<file path="config.mk">
export PLATFORM = sky130hd
export DESIGN_NAME = trig_main_seq
export DESIGN_NICKNAME = d
export VERILOG_FILES = /design/src/rtl/trigseq_pkg.sv /design/src/rtl/tseq_timer.sv /design/src/rtl/tseq_evcount.sv /design/src/rtl/trig_main_seq.sv
export SDC_FILE = /design/constraint.sdc
export NUM_CORES = 1
export LEC_CHECK = 0
export ABC_AREA = 1
export BUFFER_PORTS_ARGS = -buffer_cell sky130_fd_sc_hd__buf_2
export CORE_ASPECT_RATIO = 0.7
export CORE_MARGIN = 4
export CORE_UTILIZATION = 50
export DETAILED_ROUTE_END_ITERATION = 6
export PLACE_DENSITY = 0.85
export REMOVE_ABC_BUFFERS = 1
export SYNTH_ARGS = -nofsm -noshare
export SYNTH_HDL_FRONTEND = slang
export SYNTH_SLANG_ARGS = --single-unit
</file>
<file path="constraint.sdc">
create_clock -name clk -period 1.5 [get_ports clk]
set_input_delay 0.45 -clock clk [delete_from_list [all_inputs] [get_ports clk]]
set_output_delay 0.45 -clock clk [all_outputs]
set_load 0.05 [all_outputs]
</file>
<file path="src/rtl/trigseq_pkg.sv">
package trigseq_pkg;

    typedef enum logic [1:0] {
        CLS_NONE  = 2'd0,
        CLS_ONE   = 2'd1,
        CLS_TWO   = 2'd2,
        CLS_THREE = 2'd3
    } tclass_e;

    typedef enum logic [2:0] {
        S_IDLE  = 3'd0,
        S_RUN   = 3'd1,
        S_STORE = 3'd2,
        S_POST  = 3'd3,
        S_CHK   = 3'd4,
        S_SYNC  = 3'd5,
        S_CLR   = 3'd6
    } seq_state_e;

endpackage

</file>
<file path="src/rtl/tseq_timer.sv">
// Programmable one-shot down counter: done rises load cycles after start and
// stays high until the next start.
module tseq_timer #(
    parameter int W = 8
) (
    input  logic         clk,
    input  logic         rst_n,
    input  logic         start,
    input  logic [W-1:0] load,
    output logic         done
);
    typedef struct packed {
        logic         armed;
        logic [W-1:0] cnt;
    } tmr_t;

    tmr_t t_d, t_q;

    always_comb begin
        t_d = t_q;
        if (start) begin
            t_d.armed = 1'b1;
            t_d.cnt   = load;
        end else if (t_q.armed && t_q.cnt != '0) begin
            t_d.cnt = t_q.cnt - 1'b1;
        end
    end

    always_ff @(posedge clk or negedge rst_n) begin
        if (!rst_n) t_q <= '0;
        else        t_q <= t_d;
    end

    assign done = t_q.armed && (t_q.cnt == '0);

    // a restart with a nonzero load always withdraws expiry
    p_reload_clears_r4: assert property (@(posedge clk) disable iff (!rst_n)
        (start && load != '0) |=> !done);

endmodule

</file>
<file path="src/rtl/tseq_evcount.sv">
// Counts stored events; hit flags that the next stored event closes the period.
module tseq_evcount #(
    parameter int W = 8
) (
    input  logic         clk,
    input  logic         rst_n,
    input  logic         en,
    input  logic         inc,
    input  logic         clr,
    input  logic [W-1:0] target,
    output logic         hit
);
    localparam logic [W-1:0] CNT_MAX = {W{1'b1}};

    logic [W-1:0] cnt_d, cnt_q;

    always_comb begin
        cnt_d = cnt_q;
        if (clr)
            cnt_d = '0;
        else if (en && inc && cnt_q != CNT_MAX)
            cnt_d = cnt_q + 1'b1;
    end

    always_ff @(posedge clk or negedge rst_n) begin
        if (!rst_n) cnt_q <= '0;
        else        cnt_q <= cnt_d;
    end

    assign hit = en && (target != '0) &&
                 (({1'b0, cnt_q} + 1'b1) == {1'b0, target});

    // an acknowledged sync restarts the period count
    p_count_restart_r11: assert property (@(posedge clk) disable iff (!rst_n)
        clr |=> (cnt_q == '0));

endmodule

</file>
<file path="src/rtl/trig_main_seq.sv">
module trig_main_seq
    import trigseq_pkg::*;
#(
    parameter int CODE_W   = 4,
    parameter int N_BRANCH = 4,
    parameter int DLY_W    = 8,
    parameter int HOLD_W   = 8,
    parameter int SCNT_W   = 8
) (
    input  logic                clk,
    input  logic                rst_n,
    input  logic                enable,
    input  logic                trig_valid,
    input  logic [1:0]          trig_class,
    input  logic [CODE_W-1:0]   trig_code,
    input  logic                l2_pass,
    input  logic                l2_fail,
    input  logic                l3_pass,
    input  logic                l3_fail,
    input  logic                fe_busy,
    input  logic [N_BRANCH-1:0] buf_full,
    input  logic                sync_ack,
    input  logic                sync_req,
    input  logic                late_en,
    input  logic                sync_en,
    input  logic [DLY_W-1:0]    l2_delay,
    input  logic [DLY_W-1:0]    l3_delay,
    input  logic [HOLD_W-1:0]   hold_time,
    input  logic [SCNT_W-1:0]   sync_period,
    output logic                ready,
    output logic                l1_acc,
    output logic                l2_acc,
    output logic                l3_acc,
    output logic                l2_start,
    output logic                l3_start,
    output logic                clear,
    output logic                buf_wr,
    output logic [CODE_W-1:0]   wr_code,
    output logic                wr_late,
    output logic                wr_sync
);

    typedef struct packed {
        seq_state_e          st;
        tclass_e             cls;
        logic [CODE_W-1:0]   code;
        logic                l1;
        logic                l2;
        logic                l3;
        logic                s2;
        logic                s3;
        logic                clr;
        logic                wr;
        logic                late;
        logic                sync;
        logic                pend;
    } seq_t;

    seq_t r_d, r_q;

    logic    take_trig, store_fire, sync_done;
    logic    t2_done, t3_done, hold_done;
    logic    ev_hit;
    logic    f2, p2, f3, p3, late_now, any_fail;
    tclass_e cls_in;

    // ---- timers started by level-1 accept ----
    tseq_timer #(.W(DLY_W)) u_dly2 (
        .clk(clk), .rst_n(rst_n), .start(take_trig), .load(l2_delay), .done(t2_done));

    tseq_timer #(.W(DLY_W)) u_dly3 (
        .clk(clk), .rst_n(rst_n), .start(take_trig), .load(l3_delay), .done(t3_done));

    tseq_timer #(.W(HOLD_W)) u_hold (
        .clk(clk), .rst_n(rst_n), .start(take_trig), .load(hold_time), .done(hold_done));

    tseq_evcount #(.W(SCNT_W)) u_evcnt (
        .clk(clk), .rst_n(rst_n), .en(sync_en), .inc(store_fire), .clr(sync_done),
        .target(sync_period), .hit(ev_hit));

    assign ready = (r_q.st == S_IDLE) && enable && !fe_busy && !r_q.pend;

    assign cls_in   = (tclass_e'(trig_class) == CLS_NONE) ? CLS_ONE : tclass_e'(trig_class);
    assign f2       = r_q.s2 && l2_fail;
    assign p2       = r_q.s2 && l2_pass && !l2_fail;
    assign f3       = r_q.s3 && l3_fail;
    assign p3       = r_q.s3 && l3_pass && !l3_fail;
    assign any_fail = f2 || f3;
    assign late_now = late_en && hold_done;

    always_comb begin
        r_d        = r_q;
        r_d.wr     = 1'b0;
        take_trig  = 1'b0;
        store_fire = 1'b0;
        sync_done  = 1'b0;

        if (sync_en && sync_req)
            r_d.pend = 1'b1;

        case (r_q.st)
            S_IDLE: begin
                if (r_q.pend && !fe_busy) begin
                    // user sync: zero code tagged with sync, no level-1 accept
                    r_d.wr   = 1'b1;
                    r_d.code = '0;
                    r_d.sync = 1'b1;
                    r_d.late = 1'b0;
                    r_d.pend = 1'b0;
                    r_d.st   = S_POST;
                end else if (ready && trig_valid) begin
                    take_trig = 1'b1;
                    r_d.cls   = cls_in;
                    r_d.code  = trig_code;
                    r_d.l1    = 1'b1;
                    r_d.s2    = (cls_in != CLS_ONE);
                    r_d.st    = S_RUN;
                end
            end

            S_RUN: begin
                if (any_fail) begin
                    r_d.s2 = 1'b0;
                    r_d.s3 = 1'b0;
                    if (late_now) begin
                        r_d.late = 1'b1;
                        r_d.st   = S_STORE;
                    end else begin
                        r_d.clr = 1'b1;
                        r_d.l1  = 1'b0;
                        r_d.l2  = 1'b0;
                        r_d.l3  = 1'b0;
                        r_d.st  = S_CLR;
                    end
                end else begin
                    if (p2) begin
                        r_d.l2 = 1'b1;
                        r_d.s2 = 1'b0;
                        r_d.s3 = (r_q.cls == CLS_THREE);
                    end
                    if (p3) begin
                        r_d.l3 = 1'b1;
                        r_d.s3 = 1'b0;
                    end
                    if (r_q.cls == CLS_ONE) begin
                        if (t2_done) r_d.l2 = 1'b1;
                        if (t3_done) r_d.l3 = 1'b1;
                    end
                    if (r_q.cls == CLS_TWO && r_q.l2 && t3_done)
                        r_d.l3 = 1'b1;
                    if (r_q.l2 && r_q.l3)
                        r_d.st = S_STORE;
                end
            end

            S_STORE: begin
                if (!fe_busy) begin
                    r_d.wr     = 1'b1;
                    r_d.sync   = ev_hit;
                    store_fire = 1'b1;
                    r_d.st     = S_POST;
                end
            end

            S_POST: r_d.st = S_CHK;

            S_CHK: begin
                if (r_q.sync) begin
                    r_d.st = S_SYNC;
                end else if (buf_full == '0) begin
                    r_d.l1   = 1'b0;
                    r_d.l2   = 1'b0;
                    r_d.l3   = 1'b0;
                    r_d.late = 1'b0;
                    r_d.st   = S_IDLE;
                end
            end

            S_SYNC: begin
                if (sync_ack) begin
                    sync_done = 1'b1;
                    r_d.l1    = 1'b0;
                    r_d.l2    = 1'b0;
                    r_d.l3    = 1'b0;
                    r_d.late  = 1'b0;
                    r_d.sync  = 1'b0;
                    r_d.st    = S_IDLE;
                end
            end

            S_CLR: begin
                if (!fe_busy) begin
                    r_d.clr = 1'b0;
                    r_d.st  = S_IDLE;
                end
            end

            default: r_d.st = S_IDLE;
        endcase
    end

    always_ff @(posedge clk or negedge rst_n) begin
        if (!rst_n) r_q <= '0;
        else        r_q <= r_d;
    end

    assign l1_acc   = r_q.l1;
    assign l2_acc   = r_q.l2;
    assign l3_acc   = r_q.l3;
    assign l2_start = r_q.s2;
    assign l3_start = r_q.s3;
    assign clear    = r_q.clr;
    assign buf_wr   = r_q.wr;
    assign wr_code  = r_q.code;
    assign wr_late  = r_q.late;
    assign wr_sync  = r_q.sync;

    // ---- assertions ----
    p_accept_needs_ready_r1: assert property (@(posedge clk) disable iff (!rst_n)
        $rose(l1_acc) |-> $past(ready && trig_valid));

    p_start_by_class_r2: assert property (@(posedge clk) disable iff (!rst_n)
        $rose(l1_acc) |-> (l2_start == (r_q.cls != CLS_ONE)));

    p_l3start_after_l2acc_r3: assert property (@(posedge clk) disable iff (!rst_n)
        l3_start |-> (l2_acc && l1_acc));

    p_class1_no_start_r4: assert property (@(posedge clk) disable iff (!rst_n)
        (l1_acc && r_q.cls == CLS_ONE) |-> (!l2_start && !l3_start));

    p_clear_quiet_r6: assert property (@(posedge clk) disable iff (!rst_n)
        clear |-> (!buf_wr && !l1_acc && !l2_acc && !l3_acc));

    p_write_pulse_r7: assert property (@(posedge clk) disable iff (!rst_n)
        buf_wr |=> !buf_wr);

    p_write_not_busy_r7: assert property (@(posedge clk) disable iff (!rst_n)
        $rose(buf_wr) |-> $past(!fe_busy));

    p_late_no_clear_r9: assert property (@(posedge clk) disable iff (!rst_n)
        wr_late |-> !clear);

    p_user_sync_zero_r12: assert property (@(posedge clk) disable iff (!rst_n)
        (buf_wr && !l1_acc) |-> (wr_sync && wr_code == '0));

endmodule

</file>
; Word level (Yosys, flattened, before mapping)
; Cells that the tools add are included.
[totals]
reg_bits = 52
[op_classes]
addsub = 5
eq_ne = 28
muxes = 62
bitwise_logic = 1
reduce_logical = 62
[op_table]
columns = op, count
row1 = two-way mux 8 bit, 8
row2 = two-way mux 3 bit, 11
row3 = nonzero test 8 bit, 4
row4 = two-way mux 1 bit, 27
row5 = logical AND 1 bit, 26
row6 = logical NOT 8 bit, 3
row7 = subtractor 8 x 1 -> 8 bit (second input constant), 3
row8 = one-hot mux 3 bit (7 select lines), 1
row9 = != test 2 bit (second input constant), 9
row10 = nonzero test 2 bit, 7
row11 = two-way mux 4 bit, 3
row12 = != test 3 bit (second input constant), 4
row13 = AND reduction 4 bit, 3
row14 = two-way mux 10 bit, 1
row15 = adder 8 x 1 -> 9 bit (second input constant), 1
row16 = == test 3 bit (second input constant), 3
row17 = == test 9 x 8 -> 1 bit, 1
row18 = nonzero test 3 bit, 3
row19 = adder 8 x 1 -> 8 bit (second input constant), 1
row20 = two-way mux 2 bit, 4
row21 = != test 8 bit (second input constant), 1
row22 = one-hot mux 1 bit (4 select lines), 2
row23 = AND reduction 8 bit, 1
row24 = AND reduction 7 bit, 1
row25 = 20 further kinds, 30

; Longest topological paths before layout
[depth]
ltp_word = 9
ltp_mapped = 13
ltp_nobuf = 12

; Cells and area by module
; From an unflattened synthesis, not the netlist that was laid out.
[hier_totals]
cells_unflattened = 587
area_unflattened_um2 = 3942.5
[modules_own_cells]
columns = mod, instances, cells_per_inst, area_each_um2, seq_area_each_um2
row1 = tseq_timer at u_dly2 ..., 2, 92, 631.9, 225.2
row2 = trig_main_seq, 1, 188, 1252.5, 475.5
row3 = tseq_evcount, 1, 118, 772.0, 200.2
row4 = tseq_timer at u_hold, 1, 97, 654.4, 225.2

; Worst setup path after synthesis
; No wires, ideal clock.
[synth_timing]
path_type = register to register
from = reg r_q[18] (netlist name)
to = reg r_q, in the netlist l1_acc
setup_time_ns = 0.119
arrival_time_ns = 1.689
required_time_ns = 1.381
slack_ns = -0.308
path_stages_with_launch = 14
period_less_slack_ns = 1.808
path_cell_list = dfrtp_1 buf_4 inv_2 nand2_2 inv_2 nand3_2 nor2_4 nand2_2 buf_6 buf_6 nand2_1 nand3_1 nand2_1 nand2_1
[synth_between]
elab_chain_len = 7
elab_cells_between_ends = 18
classes_between = eq/ne (10) / mux (1) / reduce/logical (7)
[synth_rtl]
columns = element, line_no
row1 = "start, declared", trig_main_seq.sv:59  ; seq_t r_d, r_q;
row2 = "start signal, assigned", trig_main_seq.sv:204  ; else r_q <= r_d;
row3 = logical NOT 3 bit, trig_main_seq.sv:81  ; assign ready = (r_q.st == S_IDLE) && enable && !fe_busy && !r_q.pend;
row4 = logical AND 1 bit (3 in series), trig_main_seq.sv:81
row5 = net ready, trig_main_seq.sv:30  ; output logic ready,
row6 = logical AND 1 bit, trig_main_seq.sv:111  ; end else if (ready && trig_valid) begin
row7 = != test 2 x 1 -> 1 bit (no source line), --
row8 = AND reduction 8 bit (no source line), --
; The timed path passes the listed nets, and every way through them passes these cells.
; A chain may end at the register's enable or synchronous reset.

; Final worst setup path
[layout_timing]
from = reg r_q[16] (netlist name)
to = reg u_dly3.t_q[7] (netlist name)
[layout_between]
elab_chain_len = 9
elab_cells_between_ends = 10
classes_between = mux (4) / reduce/logical (6)
[layout_rtl]
columns = element, line_no
row1 = logical NOT 3 bit *, "trig_main_seq.sv:81, trig_main_seq.sv:101"
row2 = logical AND 1 bit (3 in series), trig_main_seq.sv:81
row3 = logical AND 1 bit, trig_main_seq.sv:111
row4 = two-way mux 1 bit, trig_main_seq.sv:111
row5 = two-way mux 1 bit, trig_main_seq.sv:103  ; if (r_q.pend && !fe_busy) begin
row6 = two-way mux 1 bit *, trig_main_seq.sv:101  ; case (r_q.st)
row7 = two-way mux 8 bit or nonzero test 2 bit (tied branches), --
row8 = "end signal, assigned", tseq_timer.sv:31  ; else t_q <= t_d;
row9 = "end, declared", tseq_timer.sv:17  ; tmr_t t_d, t_q;
; Every way passes the cells marked *; elsewhere a longest branch is shown, timed or not.

==> results.py <==
metrics = {
    "drt": {
        "vias_per_cell": 6.66,
        "routed_wl_mm": 18.2,
        "drt_iter0_markers": 805,
        "postRouteAntennaNets": 0,
        "num_vias": 5084,
        "post-route-drc-count": 3,
        "dr.pass1.iters": 7,
        "wire_per_inst_um": 23.8,
    },
    "finish": {
        "syn_to_final_growth_pct": 54.9,
        "fin_area_sq_um": 5440,
        "insertedDiodeCount": 0,
        "nets": 730,
        "drive_gt1_share_pct": 41.6,
        "fill_cells": 347,
    },
    "outcome": {
        "outcome": "finished with violations",
        "violations": "DRC, setup timing",
    },
    "pwr": {
        "internal-power_w": 0.00513,
        "p_sw_share_pct": 50.6,
        "ir_drop_uv": 1090,
        "powerDensity_nw_per_um2": 1910,
        "pwr-share-comb_pct": 62.8,
        "p_switching_w": 0.00525,
        "power_w": 0.0104,
        "pwr-share-clk_pct": 11.3,
        "p_seq_share_pct": 25.9,
        "p_leak_nw": 2.79,
    },
    "worst_setup_path": {
        "crit_end": "u_dly3.t_q[7]",
        "crit_start": "r_q[16]",
        "required_ps": 1720,
        "r2r_end": "u_dly3.t_q[7]",
        "crit_arrival_ps": 2300,
        "slowest_stage": "dfrtp_1",
        "slowest_delay_ps": 440,
        "worstRegToRegCells": 12,
        "critPathMaxFanout": 7,
        "end_kind": "flip-flop",
        "critPathLaunchType": "flip-flop",
        "rr_startpoint": "r_q[16]",
        "regToRegSetupSlack_ps": -580,
        "cp_cell_sequence": "nor2_2, nand2_2, inv_2, nand3_2, nor2_4, buf_4, buf_6, nand2_8, buf_12, or2_0, nand3_1, o21ai_0",
        "criticalPathCategory": "flip-flop to flip-flop",
    },
    "synthesis": {
        "syn_inst": 514,
        "syn_area_sq_um": 3510,
        "async_flop_share_pct": 100,
        "ys_top_cells_by_area": "dfrtp_1 37%, nand2_1 14%, inv_1 7.9%",
        "synth_cell_type_count": 31,
        "ys_seq_area_share_pct": 37.0,
        "synth_mux_area_share_pct": 0,
        "synth_xor_area_share_pct": 1.74,
        "synth_flop_cell": "dfrtp_1",
        "synth-compound-area-share_pct": 13.6,
        "synth_fa_ha_area_share_pct": 2.49,
        "synth.most_common_cell": "nand2_1",
        "ys_ff_latch": 52,
        "ys_warn_count": 0,
        "synth-simple-area-share_pct": 32.6,
        "syn_avg_cell_area_sq_um": 6.84,
        "yosysTopAreaCell": "dfrtp_1",
        "synth_common_cells": "134 x nand2_1, 74 x inv_1, 56 x nor2_1, 52 x dfrtp_1, 51 x nand3_1",
        "synth_top_family_by_area": "simple AND/OR/NAND/NOR gates",
        "synth_edf_count": 0,
        "synth.top_cell.area_share_pct": 37.0,
    },
    "global_routing": {
        "grtUsageTotal_pct": 31.9,
        "antenna_found_initial": 0,
        "grt_pass1_vias": 4320,
        "grt_overflow": 0,
        "grt_max_degree": 53,
        "grt_pass1_wl_mm": 21.1,
    },
    "timing": {
        "slew_headroom_pct": 72.0,
        "tightestPinTransition_ps": 416,
        "rsz0062_at_grt": "yes",
        "period_minus_slack_ps": 2080,
        "setup_slack_ps": -583,
        "setup_tns_ps": -21280,
        "drv_slew": 0,
        "finClkSkew_ps": 12.7,
        "finalCritPeriodShare_pct": 139,
        "fin_hold_ws_ps": 97.1,
        "setup_viol": 56,
        "fmax_mhz": 480,
        "finalHoldViolations": 0,
    },
    "floorplanning": {
        "start_util_pct": 51.8,
        "pin_count": 69,
        "dieHeight_um": 78.1,
        "core_area_sq_um": 6790,
        "die_x_um": 108,
        "rows": 25,
        "dieArea_sq_um": 8460,
    },
    "clocking": {
        "h-tree-depth": 2,
        "clock-sinks": 52,
        "cts_buffers": 5,
        "insertion_delay_ps": 340,
        "ctsLongestPathBuffers": 2,
        "root_buffer": "clkbuf_8",
        "cts_tree": "done",
        "clk_pin_slew_ps": 110,
    },
    "placement": {
        "placed_cell_area_sq_um": 4250,
        "place_congestion": 0.982,
        "post-dp-hpwl_mm": 7.25,
        "portBuffers": 68,
    },
    "worst_hold_path": {
        "hp-class": "primary input to asynchronous set/reset pin",
    },
    "job": {
        "cap_violations": 0,
    },
}
==> metal layers <==
metal	vias to the layer above	wire length [um]	share of wire (%)	GRT usage, %
li1	1963	-	-	-
met1	2255	5930	33	38.9
met2	643	7530	41	51.9
met3	223	2840	16	7.89
met4	0	1890	10	17.3
met5	-	0	0	0
==> cell type report <==
| cell class | count | area (sq um) | area share [%] |
|---|---|---|---|
| multi-input cells | 371 | 2250 | 41.3 |
| repair buffers | 160 | 1340 | 24.5 |
| flip-flops and latches | 52 | 1310 | 24.0 |
| inverters | 78 | 313 | 5.75 |
| well taps | 94 | 118 | 2.16 |
| clock buffers | 7 | 96.3 | 1.77 |
| clock inverters | 1 | 30.0 | 0.552 |
==> through the flow <==
step	std cells	setup WS, ps	utilization, %
finish	763	-583	80.2
global route	763	-623	80.2
CTS	738	-281	72.8
detailed placement	709	-152	62.6
global placement	709	-129	62.6
floorplan	497	-760	-
==> sequential cells by signal, indices dropped and copies added, names as in the netlist <==
register	count
l2_acc	1
wr_late	1
u_evcnt.cnt_q	8
clear	1
l2_start	1
r_q	6
u_dly3.t_q	9
wr_code	4
l3_acc	1
buf_wr	1
u_dly2.t_q	8
l1_acc	1
l3_start	1
wr_sync	1
u_hold.t_q	8
==> repair_timing <==
item / 4_1_cts / 5_1_grt
hold buffers: 0 / 0
endpoints found under the setup margin: 47 / 53
gates cloned: 6 / 5
gates resized for setup: 88 / 82
pin swaps: 16 / 32
buffers inserted: 16 / 22
==> placed cells by master, fill, tap and decap left out, drive strengths merged, types with 6 or more instances in the layout <==
| cell type | instances |
|---|---|
| inv | 77 |
| nand4 | 6 |
| dfrtp | 52 |
| nor3 | 7 |
| nand3 | 53 |
| buf | 158 |
| a21oi | 10 |
| o211ai | 7 |
| clkbuf | 9 |
| ha | 7 |
| nand2 | 141 |
| nor2 | 58 |
| o21ai | 61 |
| xor2 | 7 |
==> worst max-delay path: cells and delay by family (launching register included) <==
family,cells,cell delay [ps]
flip-flops,1,440
AND/OR/NAND/NOR,7,920
buffers and inverters,4,510
AO/OA/AOI/OAI,1,110
==> how the worst min path moves through the flow <==
stage	from	endpoint	slack [ps]
2_1_floorplan	rst_n	buf_wr	150
3_3_place_gp	rst_n	u_dly3.t_q[2]	460
3_5_place_dp	rst_n	u_dly3.t_q[2]	460
4_1_cts	rst_n	u_dly3.t_q[2]	120
5_1_grt	rst_n	l2_start	140
6_report	rst_n	u_dly3.t_q[6]	100
==> cell families after synthesis <==
| group | after synthesis |
|---|---|
| flops | 52 |
| buf+inv | 95 |
| compound gates | 86 |
| fa+ha+maj | 7 |
| xor+xnor | 7 |
| simple gates | 267 |
==> power groups by stage <==
stage	clock network, W	logic (W)	registers (W)
4_1_cts	0.00109	0.00494	0.00247
5_1_grt	0.00118	0.00685	0.00270
6_report	0.00117	0.00652	0.00269
3_5_place_dp	0	0.00427	0.00248
3_3_place_gp	0	0.00409	0.00245
2_1_floorplan	0	0.00238	0.00277
Note: power is estimated with default switching activity, not from simulation.
